File: src/rtl/gfs_pkg.sv
package gfs_pkg;
  typedef enum logic [2:0] {
    ST_FBLK  = 3'd0,  // idle blanking gap, frame may start at its end
    ST_FLINE = 3'd1,  // idle filler line
    ST_LEAD  = 3'd2,  // frame open, before first line
    ST_LINE  = 3'd3,  // active pixels
    ST_HBLK  = 3'd4,  // gap between active lines
    ST_TRAIL = 3'd5   // frame open, after last line
  } rast_st_e;
endpackage

File: src/rtl/gfs_edge_sync.sv
module gfs_edge_sync #(
  parameter int STAGES = 2
) (
  input  logic clk,
  input  logic rst_n,
  input  logic async_in,
  output logic rise
);
  logic [STAGES:0] sh;

  always_ff @(posedge clk or negedge rst_n) begin
    if (!rst_n) sh <= '0;
    else        sh <= {sh[STAGES-1:0], async_in};
  end

  // sh[STAGES-1] is the last synchroniser stage, sh[STAGES] its delayed copy
  assign rise = sh[STAGES-1] & ~sh[STAGES];
endmodule

File: src/rtl/gfs_rate_gen.sv
module gfs_rate_gen #(
  parameter int PERW = 24
) (
  input  logic            clk,
  input  logic            rst_n,
  input  logic            en,
  input  logic [PERW-1:0] period,
  output logic            tick
);
  logic [PERW-1:0] cnt;
  logic [PERW-1:0] last;

  assign last = (period == '0) ? '0 : period - 1'b1;
  assign tick = en && (cnt >= last);

  always_ff @(posedge clk or negedge rst_n) begin
    if (!rst_n)    cnt <= '0;
    else if (!en)  cnt <= '0;
    else if (tick) cnt <= '0;
    else           cnt <= cnt + 1'b1;
  end
endmodule

File: src/rtl/gfs_pix_map.sv
module gfs_pix_map #(
  parameter int DW     = 14,
  parameter int NARROW = 8
) (
  input  logic          sel_wide,
  input  logic [DW-1:0] din,
  output logic [DW-1:0] dout
);
  localparam int PAD = DW - NARROW;

  generate
    if (PAD > 0) begin : g_pad
      always_comb dout = sel_wide ? din : {din[NARROW-1:0], {PAD{1'b0}}};
    end else begin : g_flat
      always_comb dout = din;
    end
  endgenerate
endmodule

File: src/rtl/gfs_raster.sv
module gfs_raster
  import gfs_pkg::*;
#(
  parameter int ACT_PIX   = 320,
  parameter int ACT_LINES = 240,
  parameter int CW        = 12
) (
  input  logic          clk,
  input  logic          rst_n,
  input  logic [CW-1:0] cfg_hblank,
  input  logic [CW-1:0] cfg_lead,
  input  logic [CW-1:0] cfg_trail,
  input  logic          start_pend,
  output logic          fsync,
  output logic          lsync,
  output logic          take,
  output logic          frame_start
);
  localparam int PIX_W = $clog2(ACT_PIX + 1);
  localparam int CNT_W = (CW > PIX_W) ? CW : PIX_W;
  localparam int LN_W  = $clog2(ACT_LINES + 1);
  localparam logic [CNT_W-1:0] PIX_M1 = CNT_W'(ACT_PIX - 1);
  localparam logic [LN_W-1:0]  LN_END = LN_W'(ACT_LINES - 1);

  rast_st_e         st, nxt;
  logic [CNT_W-1:0] cnt, cnt_nxt;
  logic [LN_W-1:0]  line, line_nxt;

  function automatic logic [CNT_W-1:0] len_m1(input logic [CW-1:0] v);
    logic [CNT_W-1:0] w;
    w = CNT_W'(v);
    return (w == '0) ? '0 : w - 1'b1;
  endfunction

  always_comb begin
    nxt         = st;
    cnt_nxt     = cnt - 1'b1;
    line_nxt    = line;
    frame_start = 1'b0;
    if (cnt == '0) begin
      case (st)
        ST_FBLK: begin
          if (start_pend) begin
            nxt         = ST_LEAD;
            cnt_nxt     = len_m1(cfg_lead);
            frame_start = 1'b1;
          end else begin
            nxt     = ST_FLINE;
            cnt_nxt = PIX_M1;
          end
        end
        ST_FLINE: begin
          nxt     = ST_FBLK;
          cnt_nxt = len_m1(cfg_hblank);
        end
        ST_LEAD: begin
          nxt      = ST_LINE;
          cnt_nxt  = PIX_M1;
          line_nxt = '0;
        end
        ST_LINE: begin
          if (line == LN_END) begin
            nxt     = ST_TRAIL;
            cnt_nxt = len_m1(cfg_trail);
          end else begin
            nxt     = ST_HBLK;
            cnt_nxt = len_m1(cfg_hblank);
          end
        end
        ST_HBLK: begin
          nxt      = ST_LINE;
          cnt_nxt  = PIX_M1;
          line_nxt = line + 1'b1;
        end
        ST_TRAIL: begin
          nxt     = ST_FBLK;
          cnt_nxt = len_m1(cfg_hblank);
        end
        default: begin
          nxt     = ST_FBLK;
          cnt_nxt = '0;
        end
      endcase
    end
  end

  always_ff @(posedge clk or negedge rst_n) begin
    if (!rst_n) begin
      st   <= ST_FBLK;
      cnt  <= '0;
      line <= '0;
    end else begin
      st   <= nxt;
      cnt  <= cnt_nxt;
      line <= line_nxt;
    end
  end

  assign fsync = (st == ST_LEAD) || (st == ST_LINE) || (st == ST_HBLK) || (st == ST_TRAIL);
  assign lsync = (st == ST_LINE) || (st == ST_FLINE);
  assign take  = (nxt == ST_LINE);
endmodule

File: src/rtl/gl_frame_sync.sv
module gl_frame_sync #(
  parameter int ACT_PIX   = 320,
  parameter int ACT_LINES = 240,
  parameter int CW        = 12,
  parameter int PERW      = 24,
  parameter int PULSE_LEN = 1,
  parameter int DW        = 14,
  parameter int NARROW    = 8
) (
  input  logic            clk,
  input  logic            rst_n,
  input  logic            gl_in,
  input  logic            mode_master,
  input  logic            sel_wide,
  input  logic [CW-1:0]   cfg_hblank,
  input  logic [CW-1:0]   cfg_lead,
  input  logic [CW-1:0]   cfg_trail,
  input  logic [PERW-1:0] cfg_period,
  input  logic            pix_valid,
  input  logic [DW-1:0]   pix_data,
  output logic            pix_ready,
  output logic            fsync,
  output logic            lsync,
  output logic [DW-1:0]   vid_data,
  output logic            gl_out,
  output logic            gl_oe
);
  localparam int PL_W = $clog2(PULSE_LEN + 1);

  logic          gl_rise, rate_tick, start_evt, start_pend;
  logic          take, frame_start;
  logic [DW-1:0] mapped, vid_q;
  logic [PL_W-1:0] pl_cnt;

  gfs_edge_sync #(.STAGES(2)) u_sync (
    .clk(clk), .rst_n(rst_n), .async_in(gl_in), .rise(gl_rise)
  );

  gfs_rate_gen #(.PERW(PERW)) u_rate (
    .clk(clk), .rst_n(rst_n), .en(mode_master), .period(cfg_period), .tick(rate_tick)
  );

  assign start_evt = mode_master ? rate_tick : gl_rise;

  // a request made while a frame runs is held until the raster can start one
  always_ff @(posedge clk or negedge rst_n) begin
    if (!rst_n)           start_pend <= 1'b0;
    else if (start_evt)   start_pend <= 1'b1;
    else if (frame_start) start_pend <= 1'b0;
  end

  gfs_raster #(.ACT_PIX(ACT_PIX), .ACT_LINES(ACT_LINES), .CW(CW)) u_rast (
    .clk(clk), .rst_n(rst_n),
    .cfg_hblank(cfg_hblank), .cfg_lead(cfg_lead), .cfg_trail(cfg_trail),
    .start_pend(start_pend),
    .fsync(fsync), .lsync(lsync), .take(take), .frame_start(frame_start)
  );

  gfs_pix_map #(.DW(DW), .NARROW(NARROW)) u_map (
    .sel_wide(sel_wide), .din(pix_data), .dout(mapped)
  );

  always_ff @(posedge clk or negedge rst_n) begin
    if (!rst_n)                 vid_q <= '0;
    else if (take && pix_valid) vid_q <= mapped;
    else                        vid_q <= '0;
  end

  always_ff @(posedge clk or negedge rst_n) begin
    if (!rst_n)                          pl_cnt <= '0;
    else if (frame_start && mode_master) pl_cnt <= PL_W'(PULSE_LEN);
    else if (pl_cnt != '0)               pl_cnt <= pl_cnt - 1'b1;
  end

  assign pix_ready = take;
  assign vid_data  = vid_q;
  assign gl_out    = mode_master && (pl_cnt != '0);
  assign gl_oe     = mode_master;
endmodule

File: config.mk
export PLATFORM = sky130hd
export DESIGN_NAME = gl_frame_sync
export DESIGN_NICKNAME = d
export VERILOG_FILES = /design/src/rtl/gfs_pkg.sv /design/src/rtl/gfs_edge_sync.sv /design/src/rtl/gfs_rate_gen.sv /design/src/rtl/gfs_pix_map.sv /design/src/rtl/gfs_raster.sv /design/src/rtl/gl_frame_sync.sv
export SDC_FILE = /design/constraint.sdc
export NUM_CORES = 1
export LEC_CHECK = 0
export ABC_AREA = 1
export BUFFER_PORTS_ARGS = -buffer_cell sky130_fd_sc_hd__buf_2
export CORE_MARGIN = 3
export CORE_UTILIZATION = 53
export CTS_BUF_LIST = sky130_fd_sc_hd__clkbuf_4
export DETAILED_ROUTE_END_ITERATION = 8
export GPL_TIMING_DRIVEN = 0
export HOLD_SLACK_MARGIN = 0.1
export PLACE_DENSITY = 0.79
export SLEW_MARGIN = 40
export SYNTH_ARGS = -nofsm -noshare
export SYNTH_HDL_FRONTEND = slang
export SYNTH_SLANG_ARGS = --single-unit
File: constraint.sdc
create_clock -name clk -period 1.68 [get_ports clk]
set_input_delay 0.252 -clock clk [delete_from_list [all_inputs] [get_ports clk]]
set_output_delay 0.252 -clock clk [all_outputs]
set_load 0.01 [all_outputs]
==> metrics.md <==
| Metric | Value |
|---|---|
| Outcome | `finished, violations left` |
| Failing checks | `setup timing` |
| Clock Path Buffers | `2` |
| Post-route ant nets | `0` |
| Min-Delay Path Class | `in -> reg` |
| Fin. max-slew vios | `0` |
| Fmax achieved | `413 MHz` |
| Hpwl dp | `11.3 mm` |
| N_diodes | `0` |
| Core area | `roughly 10,000 um2` |
| Multi-input gate area | `4330 um2` |
| Synth Register Bits | `66` |
| Die ar. | `12,000 um2` |
| Syn_area_per_cell | `around 6.6 um2` |
| IO buf count | `97` |
| Reg2reg start | `u_rast.cnt[4]` |
| Routed WL | `18.4 mm` |
| PwrDens | `between 300 and 400 nW/um2` |
| Min-Delay Endpoint | `vid_data[7]` |
| FF-to-FF End | `vid_data[10]` |
| FILL cells | `752` |
| Syn-to-layout area delta | `42.6%` |
| Htree depth | `3` |
| RSZ-0062 raised after global routing | `true` |
| Post-layout nets | `1,177` |
| Pre-Repair DR Iteration Count | `8` |
| Slew HR | `62.4%` |
| CTS buffer count | `9` |
| Drt first-iter violations | `718` |
| WS Path Type | `in -> reg` |
| Shortest period the worst path allows | `2420 ps` |
| Maxcap violations | `0` |
| Final worst-path cycle share | `144%` |
| Hold path cells | `3` |
| Largest net degree at the start of global routing | `42` |
| Final Setup Violations | `45` |
| Post-DP Area | `between 6000 and 7000 um2` |
| Ports | `a little under 100` |
| Mapped cell area | `~5700 um2` |
| Post-Synthesis Cells | `864` |
| Critical path required time | `1960 ps` |
| Tot Pwr | `0.00324 W` |
| Clock sinks | `66` |
| Finished Cell Area | `8140 um2` |
| Die height | `between 100 and 150 um` |
| GPL Wtd Cong | `approximately 0.9` |
| Die span in x | `110 um` |
| Wire length per cell | `15.3 um` |
| Clock-pin slew on the worst setup and hold paths | `120 ps` |
| Global-route usage over all layers | `27.1%` |
| Skew final | `20.8 ps` |
| Total grt overflow | `0` |
| Hold path startpoint | `pix_data[7]` |
| Clk root buf | `clkbuf_4` |
| Vias in the first global route | `5,764` |
| DR vias | `6,595` |
| Clk_lat worst skew | `410 ps` |
| Sequential element share of the synthesized area | `between 20% and 30%` |
| First-pass GRT wire length | `26.0 mm` |
| FF+latch area | `1660 um2` |
| Netlist cell types | `41` |
| Initial antenna violation count | `0` |
| Worst reg-to-reg path cell count | `13` |
| DR vias/cell | `~5.5` |
| Layout cells sized above 1 | `around 33%` |
| Worst endpoint data arrival time | `2700 ps` |
| CTS tree | `built` |
| WHS | `127 ps` |
| Effective utilization at floorplan | `a little over half` |
| Final Hold Viols | `0` |
| DRC viols | `0` |
| Syn_nets | `979` |
| Peak VDD IR | `545 uV` |
| Setup WS post-layout | `-740 ps` |
| Worst reg-to-reg setup slack | `-370 ps` |
| Worst slew pin tran | `between 500 and 600 ps` |
| Crit-path max FO | `6` |
| Crit path capture type | `flop` |
| CP startpoint kind | `input pin` |
| Yosys warns | `0` |
| Row cnt | `37` |
| Static leakage | `4.11 nW` |
## cell families after synthesis
group                      count (synthesis)  synth area share [%]
and+or+nand+nor                          533                  40.4
buffers and inverters                    110                  7.52
DFF                                       66                  28.9
AOI/OAI and AO/OA                         61                  6.27
xor gates and xnor gates                  53                  8.13
adders and majority gates                 35                  7.67
muxes                                      6                  1.05
## placed cells by master (no fill, tap or decap), types with 5 or more instances in the layout
master         netlist  routed
nand2_1            230     206
inv_2                7      13
buf_2                0      87
nor3_1              19      11
o21ai_1              5       7
xnor2_1             15      15
inv_1               91      79
buf_4                1      56
xor2_1              38      37
nor2_1             150     107
nor3_2               2       6
o21ai_0             22      15
nor2_2              12      24
ha_4                 0       5
a21oi_1             20      17
nand2_4              1      12
nand2_2              1      14
clkbuf_4             0      12
nand4_1             21      21
ha_1                35      30
dlygate4sd3_1        0      15
nand3_1             75      64
buf_6                1      22
or2_2                6       6
mux2i_1              6       6
nand3_2              1       9
nor2_4               2      33
dfrtp_1             66      63
## cells in the mapped netlist
| cell type | count | share of area (%) |
|---|---|---|
| nand3_1 | 75 | 6.6 |
| nand2_4 | 1 | 0.20 |
| o21ai_1 | 5 | 0.44 |
| nor2_1 | 150 | 9.9 |
| a31oi_1 | 1 | 0.11 |
| nor2_2 | 12 | 1.3 |
| o211ai_1 | 2 | 0.26 |
| nor3b_1 | 2 | 0.26 |
| inv_1 | 91 | 6.0 |
| a21boi_0 | 1 | 0.13 |
| nand4_1 | 21 | 2.3 |
| nor4_1 | 6 | 0.66 |
| nor3b_2 | 1 | 0.22 |
| or2_2 | 6 | 0.66 |
| o21ai_0 | 22 | 1.9 |
| inv_2 | 7 | 0.46 |
| o21bai_1 | 1 | 0.13 |
| dfrtp_1 | 66 | 29 |
| nand3_2 | 1 | 0.18 |
| nor3_1 | 19 | 1.7 |
| a21o_1 | 1 | 0.13 |
| clkinv_4 | 1 | 0.15 |
| nand3b_1 | 4 | 0.53 |
| a31o_2 | 2 | 0.31 |
| a21oi_2 | 1 | 0.15 |
| nand2_1 | 230 | 15 |
| a31oi_4 | 1 | 0.37 |
| nand2_2 | 1 | 0.11 |
| ha_1 | 35 | 7.7 |
| a21oi_1 | 20 | 1.8 |
| mux2i_1 | 6 | 1.1 |
| nor3_2 | 2 | 0.35 |
| o21a_1 | 3 | 0.39 |
| buf_6 | 1 | 0.20 |
| clkinv_1 | 1 | 0.066 |
| xnor2_1 | 15 | 2.3 |
| nor2_4 | 2 | 0.39 |
| xor2_1 | 38 | 5.8 |
| clkbuf_1 | 8 | 0.53 |
| buf_4 | 1 | 0.13 |
| o21ai_2 | 1 | 0.15 |
## power by group
| group | internal (W) | switching (W) | leakage (nW) | total (W) |
|---|---|---|---|---|
| clock | 0.000297 | 0.000602 | 0.0540 | 0.000899 |
| combinational | 0.000302 | 0.000433 | 3.20 | 0.000735 |
| sequential | 0.00160 | 0.0000135 | 0.857 | 0.00161 |
| total | 0.00220 | 0.00105 | 4.11 | 0.00324 |
## flip-flops by register name, indices dropped and copies added (netlist names)
signal	flops
vid_data	14
pl_cnt	1
u_rast.cnt	12
start_pend	1
u_sync.sh	3
u_rast.line	8
u_rast.st	3
u_rate.cnt	24
## per-stage QoR
stage	cells	setup slack [ps]	utilization, %	setup TNS (ps)
3_5_place_dp	1098	-1280	62.4	-34590
3_3_place_gp	1097	-1220	62.2	-32740
6_report	1202	-740	78.2	-23330
5_1_grt	1202	-965	78.2	-31720
2_1_floorplan	864	-627	-	-14290
4_1_cts	1171	-505	72.3	-12530
## repair_timing
item / 4_1_cts / 5_1_grt
pin swaps: 31 / 38
setup endpoints to repair: 55 / 60
hold buffers: 15 / 0
buffers inserted: 39 / 32
resized for setup: 112 / 104
cloned: 4 / 0
hold endpoints to repair: 70 / 0
## layout make-up
class | instances | share of cell area [%]
multi-input cells | 688 | 53.2
flip-flops and latches | 66 | 20.3
repair buffers | 187 | 16.7
inverters | 100 | 5.01
well taps | 136 | 2.09
plain buffers | 10 | 1.32
clock buffers | 9 | 0.830
clock inverters | 6 | 0.553
## worst max-delay path by stage
stage                   startpoint        endpoint  cells after the start
global route         cfg_period[5]  u_rate.cnt[12]                     18
global placement    cfg_period[13]  u_rate.cnt[11]                     16
floorplan            cfg_period[1]  u_rate.cnt[11]                     16
finish               cfg_period[7]  u_rate.cnt[12]                     19
detailed placement   cfg_period[9]   u_rate.cnt[5]                     16
CTS                  u_rast.cnt[1]       pix_ready                     11
## worst max-delay path, cell delays in order
cell	delay, ps
clkbuf_4	170
nor2_4	210
nand2_4	100
nor2_4	110
nand2_4	80
nor3_4	160
nand2_1	110
xnor2_1	160
nand2_1	100
ha_4	300
nand2_4	60
nor2_4	90
nand2_2	80
nor2_1	100
nand2_1	100
nand4_1	120
buf_6	160
clkbuf_16	170
nor2_2	40
## routing by layer
layer	vias up	track usage, %	part of all wire [%]
met1	3001	36.7	41
met4	0	8.01	3.8
met3	86	3.76	7.6
met5	-	0	0
met2	319	45.0	48
li1	3189	-	-
(Power assumes the default switching activity.)
